[src/rtl/irq_redir_pkg.sv]
package irq_redir_pkg;

    localparam int ENTRY_W = 64;

    // Entry field layout, MSB first; bit positions are decoded by the service logic.
    typedef struct packed {
        logic [7:0]  dest;       // 63:56
        logic [38:0] rsvd;       // 55:17
        logic        mask;       // 16
        logic        trig;       // 15, 1 = level
        logic        rirr;       // 14
        logic        pol;        // 13
        logic        dstat;      // 12
        logic        dst_mode;   // 11
        logic [2:0]  dlv_mode;   // 10:8
        logic [7:0]  vector;     // 7:0
    } redir_entry_t;

    localparam logic [ENTRY_W-1:0] ENTRY_RST = 64'h0000_0000_0001_0000;

    typedef enum logic [2:0] {
        SK_ID,
        SK_VER,
        SK_ARB,
        SK_ENTRY,
        SK_NONE
    } sel_kind_e;

endpackage

[src/rtl/irq_redir_decode.sv]
module irq_redir_decode
    import irq_redir_pkg::*;
#(
    parameter int NUM_PINS = 24,
    parameter int WIN_BASE = 16,
    parameter int IDX_W    = $clog2(NUM_PINS)
) (
    input  logic [7:0]       sel,
    output sel_kind_e        kind,
    output logic [IDX_W-1:0] idx,
    output logic             hi
);

    logic [8:0] rel;
    logic [6:0] idx_full;
    logic       in_range;

    assign rel      = {1'b0, sel} - 9'(WIN_BASE);
    assign idx_full = rel[7:1];
    assign in_range = !rel[8] && (32'(idx_full) < NUM_PINS);
    assign idx      = idx_full[IDX_W-1:0];
    assign hi       = rel[0];

    always_comb begin
        if (in_range) begin
            kind = SK_ENTRY;
        end else begin
            case (sel)
                8'h00:   kind = SK_ID;
                8'h01:   kind = SK_VER;
                8'h02:   kind = SK_ARB;
                default: kind = SK_NONE;
            endcase
        end
    end

endmodule

[src/rtl/irq_redir_entry.sv]
module irq_redir_entry
    import irq_redir_pkg::*;
(
    input  logic         clk,
    input  logic         rst_n,
    input  logic         wr_lo,
    input  logic         wr_hi,
    input  logic [31:0]  wdata,
    input  logic         svc_set,
    input  logic         svc_clr,
    output redir_entry_t ent_q,
    output redir_entry_t ent_d
);

    logic         rirr_svc;
    logic [63:0]  raw;

    always_comb begin
        // service strobes act first; set only honoured on level entries, clear wins
        rirr_svc = (ent_q.rirr | (svc_set & ent_q.trig)) & ~svc_clr;
        raw = ent_q;
        if (wr_lo) begin
            raw[31:0] = wdata;
        end
        if (wr_hi) begin
            raw[63:32] = wdata;
        end
        ent_d       = raw;
        ent_d.dstat = ent_q.dstat;
        ent_d.rirr  = rirr_svc;
        if (wr_lo && !wdata[15]) begin
            ent_d.rirr = 1'b0;
        end
    end

    always_ff @(posedge clk) begin
        if (!rst_n) begin
            ent_q <= redir_entry_t'(ENTRY_RST);
        end else begin
            ent_q <= ent_d;
        end
    end

endmodule

[src/rtl/irq_redir_regfile.sv]
module irq_redir_regfile
    import irq_redir_pkg::*;
#(
    parameter int          NUM_PINS = 24,
    parameter int          WIN_BASE = 16,
    parameter int          ID_LSB   = 24,
    parameter int          ID_W     = 4,
    parameter logic [7:0]  VER_CODE = 8'h11,
    localparam int         IDX_W    = $clog2(NUM_PINS),
    localparam int         FLAT_W   = NUM_PINS * ENTRY_W
) (
    input  logic              clk,
    input  logic              rst_n,
    input  logic              bus_we,
    input  logic              bus_re,
    input  logic [7:0]        bus_offset,
    input  logic [31:0]       bus_wdata,
    output logic [31:0]       bus_rdata,
    input  logic [NUM_PINS-1:0] line_level,
    input  logic [NUM_PINS-1:0] rirr_set,
    input  logic [NUM_PINS-1:0] rirr_clr,
    output logic [FLAT_W-1:0] table_flat,
    output logic              resvc_valid,
    output logic [IDX_W-1:0]  resvc_pin
);

    localparam logic [7:0]  OFF_SEL = 8'h00;
    localparam logic [7:0]  OFF_PAD = 8'h04;
    localparam logic [7:0]  OFF_WIN = 8'h10;
    localparam logic [31:0] VERSION_WORD = {8'h00, 8'(NUM_PINS - 1), 8'h00, VER_CODE};

    typedef struct packed {
        logic [7:0]       sel;
        logic [ID_W-1:0]  id;
        logic [31:0]      rdata;
        logic             pv;
        logic [IDX_W-1:0] pin;
    } top_state_t;

    top_state_t st_q, st_d;

    sel_kind_e        kind;
    logic [IDX_W-1:0] idx;
    logic             hi;
    logic             win_wr;
    logic [31:0]      win_val;
    logic [31:0]      rd_val;
    logic [7:0]       sel_q;

    redir_entry_t ent_q [NUM_PINS];
    redir_entry_t ent_d [NUM_PINS];

    assign sel_q  = st_q.sel;
    assign win_wr = bus_we && (bus_offset == OFF_WIN);

    irq_redir_decode #(
        .NUM_PINS (NUM_PINS),
        .WIN_BASE (WIN_BASE),
        .IDX_W    (IDX_W)
    ) u_dec (
        .sel  (st_q.sel),
        .kind (kind),
        .idx  (idx),
        .hi   (hi)
    );

    for (genvar i = 0; i < NUM_PINS; i++) begin : g_ent
        logic wr_lo_i, wr_hi_i;
        assign wr_lo_i = win_wr && (kind == SK_ENTRY) && (idx == IDX_W'(i)) && !hi;
        assign wr_hi_i = win_wr && (kind == SK_ENTRY) && (idx == IDX_W'(i)) && hi;

        irq_redir_entry u_ent (
            .clk     (clk),
            .rst_n   (rst_n),
            .wr_lo   (wr_lo_i),
            .wr_hi   (wr_hi_i),
            .wdata   (bus_wdata),
            .svc_set (rirr_set[i]),
            .svc_clr (rirr_clr[i]),
            .ent_q   (ent_q[i]),
            .ent_d   (ent_d[i])
        );

        assign table_flat[ENTRY_W*i +: ENTRY_W] = ent_q[i];
    end

    // window read value
    always_comb begin
        win_val = '0;
        case (kind)
            SK_ID:    win_val[ID_LSB +: ID_W] = st_q.id;
            SK_VER:   win_val = VERSION_WORD;
            SK_ENTRY: begin
                if (hi) begin
                    win_val = ent_q[idx][63:32];
                end else begin
                    win_val = ent_q[idx][31:0];
                end
            end
            default:  win_val = '0;
        endcase
    end

    always_comb begin
        case (bus_offset)
            OFF_SEL: rd_val = {24'h0, st_q.sel};
            OFF_PAD: rd_val = '0;
            OFF_WIN: rd_val = win_val;
            default: rd_val = '0;
        endcase
    end

    // next state
    always_comb begin
        st_d       = st_q;
        st_d.rdata = '0;
        st_d.pv    = 1'b0;
        if (bus_we && (bus_offset == OFF_SEL)) begin
            st_d.sel = bus_wdata[7:0];
        end
        if (win_wr && (kind == SK_ID)) begin
            st_d.id = bus_wdata[ID_LSB +: ID_W];
        end
        if (bus_re) begin
            st_d.rdata = rd_val;
        end
        if (win_wr && (kind == SK_ENTRY) && line_level[idx]
            && ent_d[idx].trig && !ent_d[idx].mask) begin
            st_d.pv  = 1'b1;
            st_d.pin = idx;
        end
    end

    always_ff @(posedge clk) begin
        if (!rst_n) begin
            st_q <= '0;
        end else begin
            st_q <= st_d;
        end
    end

    assign bus_rdata   = st_q.rdata;
    assign resvc_valid = st_q.pv;
    assign resvc_pin   = st_q.pin;

endmodule

[config.mk]
export PLATFORM = sky130hd
export DESIGN_NAME = irq_redir_regfile
export DESIGN_NICKNAME = d
export VERILOG_FILES = /design/src/rtl/irq_redir_pkg.sv /design/src/rtl/irq_redir_decode.sv /design/src/rtl/irq_redir_entry.sv /design/src/rtl/irq_redir_regfile.sv
export SDC_FILE = /design/constraint.sdc
export NUM_CORES = 2
export LEC_CHECK = 0
export BUFFER_PORTS_ARGS = -buffer_cell sky130_fd_sc_hd__buf_4
export CORE_AREA = 2 2 666 668
export CTS_CLUSTER_DIAMETER = 200
export DETAILED_ROUTE_END_ITERATION = 8
export DIE_AREA = 0 0 668 670
export GPL_TIMING_DRIVEN = 0
export SLEW_MARGIN = 20
export SYNTH_ARGS = -nofsm -noshare
export SYNTH_HDL_FRONTEND = slang
export SYNTH_SLANG_ARGS = --single-unit
[constraint.sdc]
create_clock -name clk -period 4.6 [get_ports clk]
set_input_delay 0.92 -clock clk [delete_from_list [all_inputs] [get_ports clk]]
set_output_delay 0.92 -clock clk [all_outputs]
set_load 0.02 [all_outputs]
==> qor.csv <==
stage,metric,value,unit
outcome,status,"finished, violations left",
outcome,failing checks,setup timing,
clock_network,cts bufs inserted,192,
global_routing,vias in the first global route,70555,
synth,"EDFF count, synth",0,
route,DR pass1 iterations,8,
timing,"Worst Setup Slack, final",-153.6,ps
route,Post-DRT Antenna Nets,0,
global_routing,largest net degree at the start of global routing,20,
setup_path,delay of the slowest critical-path stage,860,ps
die,Core ar.,440200,µm²
timing,endpoints failing hold,0,
setup_path,critical path launch point type,flip-flop,
synth,Syn Inst Count,7979,
setup_path,worst-path maximum fanout,10,
pwr,power per cell area,320.3,nW/µm²
global_routing,global-route wire length before repair,951100,µm
die,Die H,670,µm
synth,sequential share of the synthesized area,0.4393,
setup_path,crit path max-delay cell type,clkdlybuf4s15_1,
cells_and_area,area grow syn2layout,40.77,%
synth,Yosys top cell area share,0.4393,
placement,dpl ws,-1855,ps
timing,slew at the pin closest to its max-slew limit,1359,ps
pwr,Peak supply drop,0.2827,mV
route,DR WL/cell,49.48,µm
synth,synth warn,0,
min_path,Hold Path Class,input pin to flip-flop,
timing,Slew Limit Fails,0,
setup_path,Critical Path AT,5650,ps
pwr,Leakage,0.03601,µW
timing,Final Setup Violations,70,
timing,TNS Setup,-3782,ps
synth,top post-synthesis cells by count,"3185 x nand2_1, 1562 x dfxtp_1, 1414 x a21boi_0",
pwr,Pwr Total,32090,µW
clock_network,clock sink count,1562,
clock_network,"CTS clk-pin slew, worst paths",70,ps
clock_network,CTS max path bufs,4,
global_routing,grt total ovfl,0,
job,MaxCap Viol Count,0,
cells_and_area,post-layout util,0.2276,
clock_network,# hold bufs at CTS,0,
timing,Tmin final,4754,ps
cells_and_area,Final Net Count,10032,
placement,I/O Buffers,1634,
die,row count,244,
placement,Detailed Place HPWL,671000,µm
route,vias per inst,4.954,
clock_network,CTS tree,built,
synth,Yosys reg bits,1562,
clock_network,Root Driver,clkbuf_16,
synth,Synth area leader,dfxtp_1,
setup_path,Critical Path Most Common Cell,buf_2,
die,Ports,1690,
timing,period utilisation layout,1.033,
route,final wirelength,793000,µm
setup_path,required time worst endpoint,5500,ps
clock_network,Worst-Skew Late Latency,1000,ps
setup_path,crit-path cells,buf_6 -> buf_2 -> buf_2 -> and2_1 -> clkbuf_1 -> nand2_2 -> nor2_1 -> clkdlybuf4s15_1 -> nand2_1 -> a21boi_0,
timing,unrepaired setup endpoints after global routing,true,
die,Die Footprint,447600,µm²
die,Horiz. Die Dim,668,µm
placement,Area after DPL,92380,µm²
setup_path,crit end category,flip-flop,
setup_path,Critical path buffers and inverters,5,
setup_path,Crit path max-delay family,buffers and inverters,
route,Iter 0 DRT Violations,11758,
synth,most common cell in the netlist,nand2_1,
global_routing,gr usage total,0.3399,
cells_and_area,ratio of cells with drive above 1 in the final layout,0.3045,
die,Initial Utilization,0.1617,
synth,Syn Area/Cell,8.920,µm²
timing,skew final,95.11,ps
timing,headroom to the max-slew limit,0.09396,
synth,ranking of synthesized cells by area,"dfxtp_1 44%, nand2_1 17%, a21boi_0 15%",
global_routing,initial antenna violation count,105,
timing,FMAX,210.4,MHz
synth,Synth async-reset ratio,0,
synth,ys flop type,dfxtp_1,
route,via count,79402,
route,# DRC,0,
clock_network,H-tree levels,4,
placement,Routability Congestion,1.051,
synth,Yosys cell types,69,
setup_path,Crit Path Class,flip-flop to flip-flop,
cells_and_area,final instance area,100200,µm²
synth,Mapped Area,71170,µm²
## layer usage
| metal | up-vias | track usage | share of wire |
|---|---|---|---|
| li1 | 30817 | - | - |
| met1 | 39745 | 0.3546 | 0.33 |
| met2 | 6921 | 0.5083 | 0.42 |
| met3 | 1893 | 0.1699 | 0.14 |
| met4 | 26 | 0.2884 | 0.11 |
| met5 | - | 0 | 0.00019 |
## cell families after synthesis
logic type | count (synthesis) | share of synthesized area
flops | 1562 | 0.4393
other cells | 1 | 0.00005269
mux | 491 | 0.1489
buf+inv | 843 | 0.05110
compound gates | 1624 | 0.1711
fa+ha+maj | 2 | 0.0003515
simple gates | 3456 | 0.1891
## cell usage in the layout, fill, tap and decap left out, drive strengths merged, types with 4 or more instances in the layout
cell type / synthesis / layout
clkinvlp: 0 / 8
nor2: 97 / 97
buf: 229 / 1945
a21oi: 39 / 39
nand3: 42 / 42
inv: 8 / 17
a221o: 5 / 5
mux4: 453 / 453
nor4b: 4 / 4
nor2b: 11 / 11
nand4: 8 / 8
diode: 0 / 62
o211ai: 4 / 4
o21ai: 8 / 8
nand2: 3185 / 3185
mux2: 12 / 12
or2: 5 / 5
nand2b: 13 / 13
clkinv: 1 / 34
nor3b: 17 / 17
a22o: 4 / 4
mux2i: 26 / 26
clkbuf: 605 / 874
a221oi: 36 / 36
nor3: 34 / 34
bufinv: 0 / 21
a211oi: 4 / 4
and2: 7 / 7
nor4: 11 / 11
o21a: 16 / 16
or3b: 4 / 4
a22oi: 17 / 17
nand3b: 4 / 4
dfxtp: 1562 / 1562
conb: 1 / 24
a21boi: 1471 / 1471
## per-stage QoR
step / instances / hold WS, ps
after CTS: 15952 / 71.27
after global placement: 15540 / 448.7
final: 16027 / 110.1
after floorplan: 8002 / 438.4
after global routing: 15977 / 114.4
after detailed placement: 15599 / 456.7
## repair_timing
action,in CTS,in global routing
pin swaps,10,7
gates resized for setup,198,80
buffers inserted,16,13
setup endpoints to repair,1495,398
cloned,0,0
## path summary, 6_finish.rpt
check	from	to	slack (ps)	cells after the start
hold reg to reg	resvc_pin[0]$_SDFFE_PN0P_	resvc_pin[0]$_SDFFE_PN0P_	470	2
setup / recovery	sel_q[2]$_SDFFE_PN0P_	flip-flop	-150	10
setup reg to reg	sel_q[2]$_SDFFE_PN0P_	flip-flop	-150	10
hold / removal	rirr_clr[6]	g_ent[6].u_ent.ent_q[14]$_SDFF_PN0_	110	2
## final cells by class
type | instances | area [µm²]
repair buffers | 1724 | 13750
clock buffers | 270 | 5583
well taps | 5904 | 7387
fillers | 48427 | 340000
clock inverters | 71 | 1018
diodes | 62 | 155.1
inverters | 9 | 33.78
multi-input cells | 5597 | 36900
flip-flops and latches | 1562 | 31270
plain buffers | 828 | 4093
## report_power, final
group          internal (µW)  leakage, µW  switching [µW]
Combinational            392       0.0202            1310
Clock                   9640      0.00324            7230
Sequential             13500       0.0126           0.231
(Power assumes the default switching activity.)
